==> config.mk <==
export PLATFORM = sky130hd
export DESIGN_NAME = ackdur_gen
export DESIGN_NICKNAME = d
export VERILOG_FILES = /design/src/rtl/ackdur_pkg.sv /design/src/rtl/ackdur_timing.sv /design/src/rtl/ackdur_divider.sv /design/src/rtl/ackdur_regfile.sv /design/src/rtl/ackdur_gen.sv
export SDC_FILE = /design/constraint.sdc
export NUM_CORES = 1
export LEC_CHECK = 0
export ABC_AREA = 1
export BUFFER_PORTS_ARGS = -buffer_cell sky130_fd_sc_hd__buf_2
export CAP_MARGIN = 20
export CORE_MARGIN = 2
export CORE_UTILIZATION = 64
export CTS_CLUSTER_SIZE = 8
export DETAILED_ROUTE_END_ITERATION = 10
export GPL_TIMING_DRIVEN = 0
export PLACE_DENSITY = 0.78
export SYNTH_ARGS = -nofsm -noshare
export SYNTH_HDL_FRONTEND = slang
export SYNTH_SLANG_ARGS = --single-unit
==> constraint.sdc <==
create_clock -name clk -period 7.95 [get_ports clk]
set_input_delay 0.3975 -clock clk [delete_from_list [all_inputs] [get_ports clk]]
set_output_delay 0.3975 -clock clk [all_outputs]
set_load 0.02 [all_outputs]
==> src/rtl/ackdur_pkg.sv <==
package ackdur_pkg;

  localparam int N_RATES = 12;
  localparam int N_SLOTS = 16;
  localparam int SLOT_AW = 4;

  typedef enum logic [1:0] {
    BW_STD     = 2'd0,
    BW_TURBO   = 2'd1,
    BW_HALF    = 2'd2,
    BW_QUARTER = 2'd3
  } bw_mode_e;

  typedef enum logic [1:0] {
    SQ_IDLE,
    SQ_LAUNCH,
    SQ_WAIT,
    SQ_SHORT
  } seq_state_e;

  // Transmit rate of a table index, in units of 100 kbit/s.
  function automatic int unsigned rate_x100k(input logic [SLOT_AW-1:0] i);
    case (i)
      4'd0:    return 10;
      4'd1:    return 20;
      4'd2:    return 55;
      4'd3:    return 110;
      4'd4:    return 60;
      4'd5:    return 90;
      4'd6:    return 120;
      4'd7:    return 180;
      4'd8:    return 240;
      4'd9:    return 360;
      4'd10:   return 480;
      default: return 540;
    endcase
  endfunction

  // Index whose rate carries the acknowledgement for transmit index tx.
  function automatic logic [SLOT_AW-1:0] ack_index(input logic [SLOT_AW-1:0] tx,
                                                   input logic hi);
    if (!hi) return (tx < 4'd4) ? 4'd0 : 4'd4;
    if (tx == 4'd0) return 4'd0;
    if (tx < 4'd4)  return 4'd1;
    if (tx < 4'd6)  return 4'd4;
    if (tx < 4'd8)  return 4'd6;
    return 4'd8;
  endfunction

  function automatic logic short_capable(input logic [SLOT_AW-1:0] i);
    return (i >= 4'd1) && (i <= 4'd3);
  endfunction

endpackage

==> src/rtl/ackdur_timing.sv <==
module ackdur_timing
  import ackdur_pkg::*;
#(
  parameter int OPW        = 16,
  parameter int LEN_BYTES  = 10,
  parameter int PLCP_BITS  = 22,
  parameter int SYM_US     = 4,
  parameter int PRE_US     = 16,
  parameter int SIFS_US    = 16,
  parameter int TURBO_SIFS = 8,
  parameter int MIN_PRE_US = 14,
  parameter int HALF_SIFS  = 32,
  parameter int QUART_SIFS = 64
) (
  input  bw_mode_e             mode,
  input  logic                 hi,
  input  logic [SLOT_AW-1:0]   idx,
  output logic [OPW-1:0]       num,
  output logic [OPW-1:0]       den,
  output logic [31:0]          base_us,
  output logic [31:0]          sym_us
);
  localparam int NUM10 = (PLCP_BITS + 8 * LEN_BYTES) * 10;

  logic [31:0] sym_v, pre_v, ifs_v, rate_v, den_v;

  always_comb begin
    case (mode)
      BW_TURBO: begin
        sym_v = 32'(SYM_US);
        pre_v = 32'(MIN_PRE_US);
        ifs_v = 32'(TURBO_SIFS);
      end
      BW_HALF: begin
        sym_v = 32'(2 * SYM_US);
        pre_v = 32'(2 * PRE_US);
        ifs_v = 32'(HALF_SIFS);
      end
      BW_QUARTER: begin
        sym_v = 32'(4 * SYM_US);
        pre_v = 32'(4 * PRE_US);
        ifs_v = 32'(QUART_SIFS);
      end
      default: begin
        sym_v = 32'(SYM_US);
        pre_v = 32'(PRE_US);
        ifs_v = 32'(SIFS_US);
      end
    endcase
    rate_v  = rate_x100k(ack_index(idx, hi));
    den_v   = rate_v * sym_v;
    den     = den_v[OPW-1:0];
    num     = OPW'(NUM10);
    base_us = ifs_v + pre_v;
    sym_us  = sym_v;
  end

endmodule

==> src/rtl/ackdur_divider.sv <==
module ackdur_divider #(
  parameter int W = 16
) (
  input  logic         clk,
  input  logic         rst_n,
  input  logic         go,
  input  logic [W-1:0] dividend,
  input  logic [W-1:0] divisor,
  output logic         valid,
  output logic [W-1:0] quotient,
  output logic         rem_nz
);
  localparam int CW = $clog2(W + 1);

  logic [W-1:0]  rem_q;
  logic [W-1:0]  quo_q;
  logic [CW-1:0] cnt_q;
  logic [W:0]    shifted;
  logic          fits;

  assign shifted = {rem_q, quo_q[W-1]};
  assign fits    = shifted >= {1'b0, divisor};

  always_ff @(posedge clk) begin
    if (!rst_n) begin
      rem_q <= '0;
      quo_q <= '0;
      cnt_q <= '0;
      valid <= 1'b0;
    end else if (go) begin
      rem_q <= '0;
      quo_q <= dividend;
      cnt_q <= CW'(W);
      valid <= 1'b0;
    end else if (cnt_q != '0) begin
      rem_q <= fits ? W'(shifted - {1'b0, divisor}) : shifted[W-1:0];
      quo_q <= {quo_q[W-2:0], fits};
      cnt_q <= cnt_q - 1'b1;
      valid <= (cnt_q == CW'(1));
    end else begin
      valid <= 1'b0;
    end
  end

  assign quotient = quo_q;
  assign rem_nz   = rem_q != '0;

endmodule

==> src/rtl/ackdur_regfile.sv <==
module ackdur_regfile #(
  parameter int DW    = 16,
  parameter int AW    = 4,
  parameter int DEPTH = 16
) (
  input  logic          clk,
  input  logic          rst_n,
  input  logic          we,
  input  logic [AW-1:0] waddr,
  input  logic [DW-1:0] wdata,
  input  logic [AW-1:0] raddr,
  output logic [DW-1:0] rdata
);
  logic [DW-1:0] slots [DEPTH];

  for (genvar g = 0; g < DEPTH; g++) begin : g_slot
    logic [DW-1:0] slot_q;
    always_ff @(posedge clk) begin
      if (!rst_n)                          slot_q <= '0;
      else if (we && waddr == AW'(g))      slot_q <= wdata;
    end
    assign slots[g] = slot_q;
  end

  assign rdata = slots[raddr];

endmodule

==> src/rtl/ackdur_gen.sv <==
module ackdur_gen
  import ackdur_pkg::*;
#(
  parameter int DUR_W      = 16,
  parameter int OPW        = 16,
  parameter int LEN_BYTES  = 10,
  parameter int PLCP_BITS  = 22,
  parameter int SYM_US     = 4,
  parameter int PRE_US     = 16,
  parameter int SIFS_US    = 16,
  parameter int TURBO_SIFS = 8,
  parameter int MIN_PRE_US = 14,
  parameter int HALF_SIFS  = 32,
  parameter int QUART_SIFS = 64
) (
  input  logic               clk,
  input  logic               rst_n,
  input  logic               start,
  input  logic [1:0]         bw_mode,
  input  logic               high_ack,
  input  logic [SLOT_AW-1:0] rd_addr,
  output logic [DUR_W-1:0]   rd_data,
  output logic               busy,
  output logic               done
);
  localparam logic [SLOT_AW-1:0] LAST_IDX   = SLOT_AW'(N_RATES - 1);
  localparam logic [SLOT_AW-1:0] SHORT_BASE = SLOT_AW'(N_RATES);
  localparam logic [31:0]        DUR_MAX    = 32'((64'd1 << DUR_W) - 1);

  seq_state_e         state_q;
  bw_mode_e           mode_q;
  logic               hi_q;
  logic [SLOT_AW-1:0] idx_q;
  logic [DUR_W-1:0]   dur_q;

  logic [OPW-1:0]     num, den, quo;
  logic [31:0]        base_us, sym_us, dur_full;
  logic               div_start, div_valid, rem_nz;
  logic [DUR_W-1:0]   dur_sat;
  logic               wr_en;
  logic [SLOT_AW-1:0] wr_addr;
  logic [DUR_W-1:0]   wr_data;
  logic               last_write;

  ackdur_timing #(
    .OPW(OPW), .LEN_BYTES(LEN_BYTES), .PLCP_BITS(PLCP_BITS),
    .SYM_US(SYM_US), .PRE_US(PRE_US), .SIFS_US(SIFS_US),
    .TURBO_SIFS(TURBO_SIFS), .MIN_PRE_US(MIN_PRE_US),
    .HALF_SIFS(HALF_SIFS), .QUART_SIFS(QUART_SIFS)
  ) u_timing (
    .mode(mode_q), .hi(hi_q), .idx(idx_q),
    .num(num), .den(den), .base_us(base_us), .sym_us(sym_us)
  );

  assign div_start = state_q == SQ_LAUNCH;

  ackdur_divider #(.W(OPW)) u_div (
    .clk(clk), .rst_n(rst_n), .go(div_start),
    .dividend(num), .divisor(den),
    .valid(div_valid), .quotient(quo), .rem_nz(rem_nz)
  );

  // Round the symbol count up, then saturate to the entry width.
  assign dur_full = base_us + sym_us * (32'(quo) + 32'(rem_nz));
  assign dur_sat  = (dur_full > DUR_MAX) ? '1 : dur_full[DUR_W-1:0];

  always_comb begin
    wr_en   = 1'b0;
    wr_addr = idx_q;
    wr_data = dur_sat;
    if (state_q == SQ_WAIT && div_valid) begin
      wr_en = 1'b1;
    end else if (state_q == SQ_SHORT) begin
      wr_en   = 1'b1;
      wr_addr = SHORT_BASE + idx_q;
      wr_data = dur_q;
    end
  end

  assign last_write = wr_en && (idx_q == LAST_IDX) &&
                      !(state_q == SQ_WAIT && short_capable(idx_q));

  always_ff @(posedge clk) begin
    if (!rst_n) begin
      state_q <= SQ_IDLE;
      mode_q  <= BW_STD;
      hi_q    <= 1'b0;
      idx_q   <= '0;
      dur_q   <= '0;
      busy    <= 1'b0;
      done    <= 1'b0;
    end else begin
      done <= 1'b0;
      case (state_q)
        SQ_IDLE: begin
          if (start) begin
            mode_q  <= bw_mode_e'(bw_mode);
            hi_q    <= high_ack;
            idx_q   <= '0;
            busy    <= 1'b1;
            state_q <= SQ_LAUNCH;
          end
        end
        SQ_LAUNCH: state_q <= SQ_WAIT;
        SQ_WAIT: begin
          if (div_valid) begin
            dur_q <= dur_sat;
            if (short_capable(idx_q)) begin
              state_q <= SQ_SHORT;
            end else if (last_write) begin
              busy    <= 1'b0;
              done    <= 1'b1;
              state_q <= SQ_IDLE;
            end else begin
              idx_q   <= idx_q + 1'b1;
              state_q <= SQ_LAUNCH;
            end
          end
        end
        default: begin
          if (last_write) begin
            busy    <= 1'b0;
            done    <= 1'b1;
            state_q <= SQ_IDLE;
          end else begin
            idx_q   <= idx_q + 1'b1;
            state_q <= SQ_LAUNCH;
          end
        end
      endcase
    end
  end

  ackdur_regfile #(.DW(DUR_W), .AW(SLOT_AW), .DEPTH(N_SLOTS)) u_table (
    .clk(clk), .rst_n(rst_n),
    .we(wr_en), .waddr(wr_addr), .wdata(wr_data),
    .raddr(rd_addr), .rdata(rd_data)
  );

endmodule

==> flow_summary_export.csv <==
group,metric,value,unit
pwr,irDropWorstVdd,299,uV
hold_path,hold_class,"in2reg",
floorplan,die_area,32700,sq um
drt,drt_iter0_drc,2328,
floorplan,core,30700,sq um
hold_path,hold_path_depth,3,
grt,grt_pass1_wl,102,mm
logic_synthesis,syn-mean-instance-area,6.90,sq um
layout,diodes,0,
floorplan,dieWidth,181,um
drt,first_pass_iters,6,
place,port_buffers,24,
logic_synthesis,synth_top_cell_by_area,"dfxtp_1",
clock_tree,clkLatencyLatePin,0.58,ns
place,gp_congestion,1.02,
logic_synthesis,synth_edf_count,0,
clock_tree,htreeDepth,2,
grt,grt_use_total,39.6,%
logic_synthesis,async_reset_ff_share,0,%
grt,antenna_found_initial,0,
drt,vias_per_cell,5.99,
drt,routed_wl,66.1,mm
job,maxCapViolCount,0,
logic_synthesis,yosys-top-cells-area,"dfxtp_1 (32%), inv_1 (9.2%), nand2_1 (8.5%)",
setup_path,end_kind,"flip-flop",
logic_synthesis,yosysUniqueCellTypes,53,
grt,grt_pass1_vias,19029,
timing,clock.fmax,0.138,GHz
setup_path,crit_top_cell,"nand2_1",
clock_tree,clock_path_buffers,3,
floorplan,num_rows,64,
clock_tree,hold_buffers,0,
layout,area_growth_syn_to_layout,9.27,%
clock_tree,post_cts.resized_instances,0,
timing,hold_ws,0.116,ns
layout,nFillCells,2662,
logic_synthesis,ys.flop_type,"dfxtp_1",
grt,grt_max_degree,14,
pwr,p_leak,10.6,nW
timing,final-setup-viol-count,0,
clock_tree,post-cts-setup-buffers,0,
timing,finalSetupTns,0,ns
logic_synthesis,synth_seq_cells,321,
floorplan,initial_core_util,65.3,%
clock_tree,clk_pin_slew,0.06,ns
pwr,powerDensity,274,nW/um^2
clock_tree,cts_buffers,46,
setup_path,crit_fanout,10,
floorplan,ios,28,
setup_path,r2r_start,"idx_q[1]",
hold_path,min_to,"hi_q",
timing,slew_violations,0,
drt,drcViolationCount,0,
clock_tree,cts.sinks,321,
setup_path,rr_worst_depth,35,
logic_synthesis,ys_seq_area_share,32.1,%
layout,seq_area,6430,sq um
clock_tree,root_buffer,"clkbuf_16",
setup_path,crit_type,"reg2reg",
setup_path,rrSetupSlack,0.71,ns
timing,maxSlewHeadroom,24.6,%
logic_synthesis,synth_warnings,0,
layout,multi_input_area,10900,sq um
timing,min_period_over_period,91.0,%
pwr,finalPower,5.99,mW
layout,drive_above_1_share,7.55,%
outcome,status,"completed",
hold_path,hp-start,"high_ack",
setup_path,worstPathRequired,8.43,ns
floorplan,fp.dieH,181,um
logic_synthesis,yosys.area.top_type_share,32.1,%
timing,worst_pin_slew,1.13,ns
timing,hold_viol,0,
logic_synthesis,netlist_instances,2902,
setup_path,arrival,7.72,ns
timing,clock_skew,0.0233,ns
layout,final_nets,3131,
place,hpwl,49.4,mm
drt,dr_total_vias,20217,
drt,wire_per_inst,19.6,um
clock_tree,tritoncts,"done",
setup_path,cp_slowest_cell,"nor3_1",
setup_path,rr_endpoint,"u_div.rem_q[10]",
timing,rsz0062_at_grt,"false",
drt,ant_nets,0,
setup_path,crit_path_start_kind,"flip-flop",
timing,period_needed,7.24,ns
grt,overflow,0,
setup_path,slowest_delay,0.61,ns
logic_synthesis,synthesis.area,20000,sq um
[worst max-delay path: cells and delay by family (launching register included)]
| family | cells | cell delay (ns) |
|---|---|---|
| fa+ha+maj | 8 | 2.61 |
| simple gates | 15 | 2.21 |
| compound gates | 6 | 0.98 |
| buf+inv | 5 | 0.72 |
| flops | 1 | 0.43 |
| xor+xnor | 1 | 0.17 |
[logic make-up (layout without fill, tap and decap cells)]
| group | Yosys count | after routing | share of synthesized area [%] |
|---|---|---|---|
| AO/OA/AOI/OAI | 665 | 665 | 18.0 |
| multiplexers | 24 | 24 | 1.20 |
| XOR/XNOR | 41 | 41 | 1.79 |
| other | 2 | 4 | 0.0375 |
| adder cells (fa/ha/maj) | 145 | 145 | 10.2 |
| buffers and inverters | 672 | 749 | 13.5 |
| AND/OR/NAND/NOR | 1032 | 1032 | 23.2 |
| flip-flops | 321 | 321 | 32.1 |
[sequential cells by signal, indices dropped and copies added (netlist names), 2 cells and up]
signal / count
dur_q: 16
idx_q: 4
mode_q: 2
state_q: 2
u_div.cnt_q: 5
u_div.quotient: 16
u_div.rem_q: 16
u_table.g_slot.slot_q: 256
[routing by layer]
layer | track usage (%) | routed length (um) | up-vias
li1 | - | - | 9447
met1 | 53.9 | 26700 | 9352
met2 | 59.9 | 27700 | 1208
met3 | 9.45 | 8690 | 210
met4 | 17.3 | 2920 | 0
met5 | 0 | 0 | -
[worst max path at each step]
| stage | from | end | slack, ns |
|---|---|---|---|
| floorplan | idx_q[0] | u_div.rem_q[10] | 1.98 |
| global placement | idx_q[0] | u_div.rem_q[10] | 1.06 |
| detailed placement | idx_q[1] | u_div.rem_q[10] | 0.89 |
| CTS | idx_q[1] | u_div.rem_q[10] | 0.82 |
| global route | idx_q[1] | u_div.rem_q[10] | 0.18 |
| finish | idx_q[1] | u_div.rem_q[10] | 0.71 |
[area by class of cell]
cell class | instances | share of cell area (%)
timing repair buffer | 24 | 0.549
multi-input combinational | 1911 | 49.8
sequential | 321 | 29.4
inverter | 506 | 8.68
buffer | 166 | 3.72
clock buffer | 49 | 5.36
tap | 396 | 2.26
clock inverter | 4 | 0.280
[cells in the mapped netlist, types with 3 or more instances]
cell,instances
nand4_1,12
buf_6,8
a21oi_2,11
a21oi_1,321
buf_4,7
nor4_1,7
nor3_1,13
dfxtp_1,321
nand2_1,455
fa_1,30
a221oi_1,7
nand3_1,207
nand3_2,34
o22ai_1,5
o21bai_1,12
o211ai_1,33
nand3_4,5
xor2_1,28
clkbuf_1,99
or2_2,3
inv_1,493
buf_2,35
nor2_1,257
o21ai_0,249
clkinv_1,4
nand2_4,5
ha_1,115
o221ai_1,16
buf_8,4
nand2_2,19
nor2_2,5
mux2i_1,24
inv_2,9
xnor2_1,13
buf_1,12
[through the flow]
stage | util (%) | area, sq um | cells | worst slack (ns)
floorplan | - | 20000 | 2904 | 1.98
global placement | 67.3 | 20700 | 3324 | 1.06
detailed placement | 67.3 | 20700 | 3324 | 0.894
CTS | 71.4 | 21900 | 3377 | 0.821
global route | 71.4 | 21900 | 3377 | 0.177
finish | 71.4 | 21900 | 3377 | 0.712
[cells in the final DEF, fill, tap and decap left out, drive strengths merged, types with 12 or more instances in the layout]
cell type,count
buf,91
xor2,28
ha,115
nand3,246
o21bai,12
dfxtp,321
nand4,12
inv,504
mux2i,24
clkbuf,148
a21oi,332
nor3,13
o21ai,252
nand2,479
o211ai,33
o221ai,16
fa,30
nor2,265
xnor2,13
[power breakdown]
group	internal [mW]	leakage [nW]	switching, mW
sequential	1.70	2.59	0.0722
combinational	0.742	7.41	1.70
clock	1.04	0.607	0.738
(Power assumes the default switching activity.)
